## config.mk

```make
export PLATFORM = sky130hd
export DESIGN_NAME = pit_sqwave_chan
export DESIGN_NICKNAME = d
export VERILOG_FILES = /design/src/rtl/pit_pkg.sv /design/src/rtl/pit_host_port.sv /design/src/rtl/pit_phase_gen.sv /design/src/rtl/pit_sqwave_chan.sv
export SDC_FILE = /design/constraint.sdc
export NUM_CORES = 1
export LEC_CHECK = 0
export ABC_AREA = 1
export BUFFER_PORTS_ARGS = -buffer_cell sky130_fd_sc_hd__buf_2
export CAP_MARGIN = 25
export CORE_ASPECT_RATIO = 1.75
export CORE_MARGIN = 4
export CORE_UTILIZATION = 40
export CTS_CLUSTER_DIAMETER = 40
export DETAILED_ROUTE_END_ITERATION = 7
export PLACE_DENSITY = 0.68
export SLEW_MARGIN = 20
export SYNTH_ARGS = -nofsm -noshare
export SYNTH_HDL_FRONTEND = slang
export SYNTH_HIERARCHICAL = 1
export SYNTH_SLANG_ARGS = --single-unit
export TNS_END_PERCENT = 50
```

## constraint.sdc

```tcl
create_clock -name clk -period 1.7 [get_ports clk]
set_input_delay 0 -clock clk [delete_from_list [all_inputs] [get_ports clk]]
set_output_delay 0 -clock clk [all_outputs]
set_load 0.005 [all_outputs]
```

## src/rtl/pit_pkg.sv

```systemverilog
package pit_pkg;

    localparam int BYTE_W = 8;
    localparam int CNT_W  = 2 * BYTE_W;

    typedef logic [CNT_W-1:0] count_t;
    typedef logic [CNT_W:0]   span_t;

    typedef struct packed {
        logic [1:0] sel;
        logic [1:0] access;
        logic [2:0] mode;
        logic       bcd;
    } ctrl_word_t;

    localparam logic [1:0] ACC_LO_THEN_HI = 2'b11;
    localparam logic [1:0] MODE_SQUARE    = 2'b11;

    typedef enum logic [1:0] {
        PH_IDLE,
        PH_LOAD,
        PH_RUN
    } phase_st_t;

    localparam count_t HALF_MAX = count_t'(1) << (CNT_W - 1);

    function automatic logic ctrl_is_square(ctrl_word_t c);
        return (c.access == ACC_LO_THEN_HI) && (c.mode[1:0] == MODE_SQUARE) && !c.bcd;
    endfunction

    function automatic span_t eff_span(count_t n);
        if (n == '0)
            return span_t'(1) << CNT_W;
        else if (n == count_t'(1))
            return span_t'(2);
        else
            return span_t'(n);
    endfunction

    function automatic count_t high_len(count_t n);
        span_t s;
        span_t h;
        s = eff_span(n);
        h = (s + span_t'(1)) >> 1;
        return h[CNT_W-1:0];
    endfunction

    function automatic count_t low_len(count_t n);
        span_t s;
        span_t l;
        s = eff_span(n);
        l = s >> 1;
        return l[CNT_W-1:0];
    endfunction

endpackage

```

## src/rtl/pit_host_port.sv

```systemverilog
module pit_host_port
    import pit_pkg::*;
#(
    parameter int CHAN_ID = 0
) (
    input  logic              clk,
    input  logic              rst,
    input  logic              wr_en,
    input  logic              wr_ctrl,
    input  logic [BYTE_W-1:0] wr_data,
    output logic              arm,
    output logic              commit,
    output count_t            count_q
);

    ctrl_word_t        cw;
    logic              cfg_q;
    logic              hi_next_q;
    logic [BYTE_W-1:0] lo_q;
    logic              cw_accept;

    assign cw        = ctrl_word_t'(wr_data);
    assign cw_accept = (cw.sel == 2'(CHAN_ID)) && ctrl_is_square(cw);
    assign arm       = wr_en && wr_ctrl && cw_accept;
    assign commit    = wr_en && !wr_ctrl && cfg_q && hi_next_q;

    always_ff @(posedge clk) begin
        if (rst) begin
            cfg_q     <= 1'b0;
            hi_next_q <= 1'b0;
            lo_q      <= '0;
            count_q   <= '0;
        end else if (arm) begin
            cfg_q     <= 1'b1;
            hi_next_q <= 1'b0;
        end else if (wr_en && !wr_ctrl && cfg_q) begin
            if (hi_next_q) begin
                count_q   <= {wr_data, lo_q};
                hi_next_q <= 1'b0;
            end else begin
                lo_q      <= wr_data;
                hi_next_q <= 1'b1;
            end
        end
    end

    AST_ARM_RESTARTS_ORDER: assert property (@(posedge clk) disable iff (rst)
        arm |=> !hi_next_q);

    AST_FOREIGN_CTRL_IGNORED: assert property (@(posedge clk) disable iff (rst)
        (wr_en && wr_ctrl && !cw_accept) |=> ($stable(hi_next_q) && $stable(cfg_q) && $stable(count_q)));

    AST_ORPHAN_BYTE_IGNORED: assert property (@(posedge clk) disable iff (rst)
        (wr_en && !wr_ctrl && !cfg_q) |=> ($stable(hi_next_q) && $stable(count_q)));

endmodule

```

## src/rtl/pit_phase_gen.sv

```systemverilog
module pit_phase_gen
    import pit_pkg::*;
(
    input  logic   clk,
    input  logic   rst,
    input  logic   tick,
    input  logic   gate,
    input  logic   arm,
    input  logic   commit,
    input  count_t count_q,
    output logic   out_q
);

    phase_st_t st_q;
    count_t    rem_q;
    logic      gate_q;

    always_ff @(posedge clk) begin
        if (rst) begin
            st_q   <= PH_IDLE;
            rem_q  <= '0;
            out_q  <= 1'b1;
            gate_q <= 1'b0;
        end else begin
            gate_q <= gate;
            if (arm) begin
                st_q  <= PH_IDLE;
                out_q <= 1'b1;
            end else begin
                unique case (st_q)
                    PH_IDLE: begin
                        out_q <= 1'b1;
                        if (commit)
                            st_q <= PH_LOAD;
                    end
                    PH_LOAD: begin
                        out_q <= 1'b1;
                        if (gate && gate_q && tick) begin
                            rem_q <= high_len(count_q);
                            st_q  <= PH_RUN;
                        end
                    end
                    PH_RUN: begin
                        if (!gate) begin
                            out_q <= 1'b1;
                        end else if (!gate_q) begin
                            st_q <= PH_LOAD;
                        end else if (tick) begin
                            if (rem_q <= count_t'(1)) begin
                                if (out_q) begin
                                    out_q <= 1'b0;
                                    rem_q <= low_len(count_q);
                                end else begin
                                    out_q <= 1'b1;
                                    rem_q <= high_len(count_q);
                                end
                            end else begin
                                rem_q <= rem_q - count_t'(1);
                            end
                        end
                    end
                    default: st_q <= PH_IDLE;
                endcase
            end
        end
    end

    AST_STOPPED_OUT_HIGH: assert property (@(posedge clk) disable iff (rst)
        (st_q != PH_RUN) |-> out_q);

    AST_GATE_LOW_FORCES_HIGH: assert property (@(posedge clk) disable iff (rst)
        !gate |=> out_q);

    AST_NO_TICK_NO_MOVE: assert property (@(posedge clk) disable iff (rst)
        (st_q == PH_RUN && gate && gate_q && !tick && !arm) |=> ($stable(out_q) && $stable(rem_q)));

    AST_PHASE_LEN_BOUND: assert property (@(posedge clk) disable iff (rst)
        (st_q == PH_RUN) |-> (rem_q != '0 && rem_q <= HALF_MAX));

endmodule

```

## src/rtl/pit_sqwave_chan.sv

```systemverilog
module pit_sqwave_chan
    import pit_pkg::*;
#(
    parameter int CHAN_ID = 0
) (
    input  logic       clk,
    input  logic       rst,
    input  logic       wr_en,
    input  logic       wr_ctrl,
    input  logic [7:0] wr_data,
    input  logic       cnt_tick,
    input  logic       gate,
    output logic       out_wave
);

    logic   arm;
    logic   commit;
    count_t count_q;

    pit_host_port #(
        .CHAN_ID(CHAN_ID)
    ) u_host (
        .clk     (clk),
        .rst     (rst),
        .wr_en   (wr_en),
        .wr_ctrl (wr_ctrl),
        .wr_data (wr_data),
        .arm     (arm),
        .commit  (commit),
        .count_q (count_q)
    );

    pit_phase_gen u_phase (
        .clk     (clk),
        .rst     (rst),
        .tick    (cnt_tick),
        .gate    (gate),
        .arm     (arm),
        .commit  (commit),
        .count_q (count_q),
        .out_q   (out_wave)
    );

endmodule

```

=== Word level (Yosys, flattened, before mapping) ===
Cells that the tools add are included.

* Word-level logic and storage cells: 85
* Bits in registers: 46

* Add/subtract/negate cells: 3
* Reductions and logical operators: 24
* Order comparisons: 1
* Muxes and demuxes: 33
* Bitwise logic cells: 2
* Equality and inequality tests: 14

{| class="wikitable"
|+ Operators by type and width
! kind !! number
|-
| 2-to-1 mux 17 bit || 13
|-
| 2-to-1 mux 16 bit || 7
|-
| adder 17 x 1 -> 17 bit, second input constant || 2
|-
| case mux 16 bit (2 select lines) || 1
|-
| equality test 16 x 1 -> 1 bit, second input constant || 1
|-
| <= comparator 16 x 1 -> 1 bit, second input constant || 1
|-
| zero test 16 bit || 1
|-
| subtractor 16 x 1 -> 16 bit, second input constant || 1
|-
| logical AND 1 bit || 10
|-
| 2-to-1 mux 2 bit || 4
|-
| inequality test 2 bit, second input constant || 4
|-
| AND reduction 4 bit || 2
|-
| equality test 2 bit, second input constant || 3
|-
| 2-to-1 mux 1 bit || 6
|-
| inequality test 3 x 2 -> 1 bit, second input constant || 2
|-
| case mux 2 bit (3 select lines) || 1
|-
| AND reduction 3 bit || 2
|-
| AND reduction 6 bit || 1
|-
| zero test 2 bit || 2
|-
| inequality test 2 x 1 -> 1 bit, second input constant || 2
|-
| nonzero test 2 bit || 2
|-
| OR reduction 2 bit || 2
|-
| inequality test 3 bit, second input constant || 1
|-
| equality test 2 x 1 -> 1 bit, second input constant || 1
|-
| other kinds (3) || 5
|}

=== Longest topological paths before layout ===
* Depth in word-level cells: 18
* Gate-level depth with buffers: 15
* Gate-level depth less buffers: 15

=== Cells and area by module ===
Netlist, hierarchy kept.

{| class="wikitable"
|+ By module, submodules not included
! module !! sequential area each (um^2) !! area an instance (um^2) !! times used !! cells an instance
|-
| pit_phase_gen || 400.4 || 1981.9 || 1 || 320
|-
| pit_host_port || 520.5 || 1122.3 || 1 || 173
|}

=== Least setup slack after synthesis ===
No wires, ideal clock.

* Kind: reg-to-reg
* From: reg u_host.count_q[0]
* To: reg u_phase.rem_q[9]
* Setup slack: 19 ps
* Path buffers: 0
* Cell stages (with the launch flop): 12
* Library setup time: 137 ps
* Required time: 1563 ps
* Arrival: 1545 ps
* Cells stage by stage: dfxtp_1 ha_1 nand3_2 nor2_4 nand3_2 nor2_1 xor2_1 nand2_1 nand2_1 o211ai_1 nand3_1 a21oi_1

* Cells in the longest elaborated chain, start to end: 18
* Elaborated cells between the ends (all ways): 25

{| class="wikitable"
|+ Ends and longest elaborated chain
! what !! line !! RTL
|-
| from (decl) || pit_host_port.sv:13 || <nowiki>output count_t count_q</nowiki>
|-
| from (signal assigned) || pit_host_port.sv:38 || <nowiki>count_q <= {wr_data, lo_q};</nowiki>
|-
| equality test 16 x 1 -> 1 bit || pit_pkg.sv:34 || <nowiki>else if (n == count_t'(1))</nowiki>
|-
| 2-to-1 mux 16 bit || pit_pkg.sv:34 ||
|-
| 2-to-1 mux 17 bit (*) || pit_pkg.sv:32 || <nowiki>if (n == '0)</nowiki>
|-
| 2-to-1 mux 17 bit || pit_phase_gen.sv:50 || <nowiki>if (out_q) begin</nowiki>
|-
| 2-to-1 mux 17 bit || pit_phase_gen.sv:49 || <nowiki>if (rem_q <= count_t'(1)) begin</nowiki>
|-
| 2-to-1 mux 17 bit || pit_phase_gen.sv:48 || <nowiki>end else if (tick) begin</nowiki>
|-
| 2-to-1 mux 17 bit || pit_phase_gen.sv:46 || <nowiki>end else if (!gate_q) begin</nowiki>
|-
| 2-to-1 mux 17 bit || pit_phase_gen.sv:44 || <nowiki>if (!gate) begin</nowiki>
|-
| (+2 left out) || -- ||
|-
| 2-to-1 mux 17 bit || pit_phase_gen.sv:19 || <nowiki>if (rst) begin</nowiki>
|-
| adder 17 x 1 -> 17 bit || pit_pkg.sv:44 || <nowiki>h = (s + span_t'(1)) >> 1;</nowiki>
|-
| 2-to-1 mux 16 bit || pit_phase_gen.sv:50 ||
|-
| 2-to-1 mux 16 bit || pit_phase_gen.sv:49 ||
|-
| 2-to-1 mux 16 bit || pit_phase_gen.sv:48 ||
|-
| 2-to-1 mux 16 bit || pit_phase_gen.sv:46 ||
|-
| 2-to-1 mux 16 bit || pit_phase_gen.sv:44 ||
|-
| case mux 16 bit (2 select lines) (*) || pit_phase_gen.sv:30 || <nowiki>unique case (st_q)</nowiki>
|-
| to (signal assigned) || pit_phase_gen.sv:39 || <nowiki>rem_q <= high_len(count_q);</nowiki>
|-
| to (signal assigned) || pit_phase_gen.sv:52 || <nowiki>rem_q <= low_len(count_q);</nowiki>
|-
| to (signal assigned) || pit_phase_gen.sv:55 || <nowiki>rem_q <= high_len(count_q);</nowiki>
|-
| to (decl) || pit_phase_gen.sv:15 || <nowiki>count_t rem_q;</nowiki>
|}

Mark *: on every way between the ends. The rest lies on a longest branch, timed or not. The select of a mux whose other input is x is not followed.
A chain may end at the register's enable or synchronous reset.

=== Worst setup path after layout ===
* From: reg u_phase.rem_q[0]
* To: reg u_phase.rem_q[9]

* Cells in the longest elaborated chain, start to end: 6
* Elaborated cells between the ends (all ways): 7

{| class="wikitable"
|+ Ends and longest elaborated chain
! what !! line
|-
| subtractor 16 x 1 -> 16 bit / <= comparator 16 x 1 -> 1 bit (equally long branches) || pit_phase_gen.sv:58, pit_phase_gen.sv:49
|-
| 2-to-1 mux 16 bit (*) || pit_phase_gen.sv:49
|-
| 2-to-1 mux 16 bit (*) || pit_phase_gen.sv:48
|-
| 2-to-1 mux 16 bit (*) || pit_phase_gen.sv:46
|-
| 2-to-1 mux 16 bit (*) || pit_phase_gen.sv:44
|-
| case mux 16 bit (2 select lines) (*) || pit_phase_gen.sv:30
|}

Marked as above.

==> results.toml <==
[place]
post-place-ws_ps = -173
port_buffers = 14
dpl_cell_area_sq_mm = 0.00367
place.gp.congestion = 0.893
dp_hpwl_um = 6890

[grt]
overflow = 0
grt_pass1_vias = 3295
antenna_found_initial = 0
grt_usage = 0.203
grt_first_pass_wirelength_um = 14900
grt_max_degree = 27

[synth]
synth.avg_cell_area_sq_um = 6.30
yosys_warnings = 6
synth_fp_nets = 515
netlist_area_sq_mm = 0.00310
synth_top_area_share = 0.297
synth_edf_count = 0
synth.distinct_cells = 39
async_reset_ff_frac = 0
seq_area_frac_synth = 0.297
synth.most_common_cell = "nand2_1"
ys.flop_type = "dfxtp_1"
ys_ff_latch = 46
synth_top_cell_by_area = "dfxtp_1"
synth_cells = 493
synth.area.top_cells = "dfxtp_1 (30%), nand2_1 (14%), nor2_1 (11%), inv_1 (8.6%), nand3_1 (5.3%)"
yosys-top-cells-count = "nand2_1 (119), nor2_1 (89), inv_1 (71)"

[die]
dieArea_sq_mm = 0.00929
die_x_um = 74.6
rows = 42
start_util = 0.410
core_area_sq_mm = 0.00757
die_height_um = 125
io-pin-count = 15

[setup_path]
critPathCaptureType = "flip-flop"
worstPathArrival_ps = 2010
critical_path_required_ps = 1930
worstSetupPathType = "reg2reg"
worstPathMaxFanout = 3
start_kind = "flip-flop"

[clock_tree]
clk_pin_slew_ps = 70
cts_root_buffer = "clkbuf_16"
htreeDepth = 2
worst_skew_pair.late_latency_ps = 290
cts_inserted_buffers = 5
cts_num_sinks = 46
ctsLongestPathBuffers = 2
cts_tree = "done"

[timing]
max_slew_margin = 0.540
setup_violations = 2
fmaxAchievable_mhz = 563
rsz0062_at_grt = "true"
hold_viol_final = 0
fin_crit_ps = 1780
worstMarginPinSlew_ps = 689
slew_violations = 0
setup_ws_ps = -76.7
fin_crit_sh = 1.05
fin_tns_setup_ps = -80.7
fin_skew_ps = 6.30

[final_layout]
nNetsFinal = 605
fillerInstances = 734
design_area_sq_mm = 0.00427
antenna_cells = 0
final_layout_size_suffix_gt1_frac = 0.289
finish.utilization = 0.564
synthToLayoutAreaGrowth_pct = 37.6

[power_and_ir_drop]
cellInternalPower_w = 0.00322
power_switching_w = 0.00237
switching_share = 0.424
comb_power_share = 0.567
power_w = 0.00559
p_per_area_mw_per_mm2 = 1310
p_leak_nw = 2.00
vdd_drop_max_uv = 1310
clkPwrFrac = 0.207
p_seq_frac = 0.226

[route]
wl_per_cell_um = 14.0
drtIter0Drc = 185
drc = 0
finalWirelength_um = 9410
first_pass_iters = 4
vias = 3443
ant_nets = 0
viasPerCell = 5.12

[flow_run]
maxCapViolCount = 0

[run_status]
violations = "negative setup slack"
status = "complete, but fails checks"

[worst_hold_path]
hp-class = "in2reg"
final cells by class:
| cell class | instances | area (sq um) | share of cell area |
|---|---|---|---|
| Multi-Input combinational cell | 362 | 2050 | 0.481 |
| Tap cell | 88 | 110 | 0.0258 |
| Clock buffer | 5 | 125 | 0.0293 |
| Sequential cell | 46 | 938 | 0.220 |
| Inverter | 73 | 282 | 0.0659 |
| Timing Repair Buffer | 95 | 714 | 0.167 |
| Clock inverter | 3 | 47.5 | 0.0111 |
power by group through the flow:
stage | combinational (W) | clock (W) | sequential (W)
final | 0.00317 | 0.00116 | 0.00127
after global routing | 0.00339 | 0.00120 | 0.00127
after CTS | 0.00279 | 0.00117 | 0.00125
after detailed placement | 0.00262 | 0 | 0.00127
after global placement | 0.00259 | 0 | 0.00127
after floorplan | 0.00165 | 0 | 0.00125
state kept, by name, indices dropped and copies added, names as in the netlist:
register,cells
u_phase/gate_q,1
u_phase/out_q,1
u_host/lo_q,8
u_host/hi_next_q,1
u_host/cfg_q,1
u_phase/st_q,2
u_phase/rem_q,16
u_host/count_q,16
layout by cell type, fill, tap and decap left out, drive strengths merged, types with 8 or more instances in the layout:
cell type,count
a21oi,31
ha,8
nor2,98
nand4,9
nand3,36
dfxtp,46
buf,88
xor2,8
o21ai,17
nand2,125
inv,75
layer usage:
| layer | GRT usage | wire length, um | share of wire |
|---|---|---|---|
| met3 | 0.0299 | 297 | 0.032 |
| met2 | 0.371 | 5270 | 0.56 |
| met1 | 0.202 | 3270 | 0.35 |
| met5 | 0 | 0 | 0 |
| met4 | 0.128 | 573 | 0.061 |
path summary, 6_finish.rpt:
| path | start | end | slack [ps] | cells after the start |
|---|---|---|---|---|
| worst min register to register | u_host/cfg_q$_SDFFE_PP0P_ | u_host/cfg_q$_SDFFE_PP0P_ | 470 | 2 |
| worst max-delay path | u_phase/rem_q[0]$_SDFFE_PP0P_ | u_phase/rem_q[9]$_SDFFE_PP0P_ | -80 | 9 |
| worst min-delay path | wr_data[0] | u_host/lo_q[0]$_SDFFE_PP0P_ | 10 | 3 |
| worst max register to register | u_phase/rem_q[0]$_SDFFE_PP0P_ | u_phase/rem_q[9]$_SDFFE_PP0P_ | -80 | 9 |
critical path: stages (launching register included):
cell	delay [ps]
dfxtp_2	340
inv_2	80
buf_6	100
nand4_1	180
nor2_2	190
nand3_2	100
xor2_1	180
o211ai_1	260
nand3_1	140
a21oi_2	140
kinds of logic after synthesis:
group	synth area share
adder cells (fa/ha/maj)	0.0322
buffers and inverters	0.113
flip-flops	0.297
AND/OR/NAND/NOR	0.383
AO/OA/AOI/OAI	0.138
XOR/XNOR	0.0367
what timing repair did:
item                       in CTS  in global routing
hold endpoints to repair        7                  0
hold buffers                    7                  0
gates resized for setup        22                 53
gates cloned                    0                  0
setup buffers                   5                  7
pin swaps                       7                 29
setup endpoints to repair      15                 16
metrics by stage:
step	hold WS, ps	instances
final	10.2	672
after global routing	23.1	672
after floorplan	69.1	493
after CTS	2.86	665
after detailed placement	259	645
after global placement	248	645
Power figures use the tool's default switching activity.
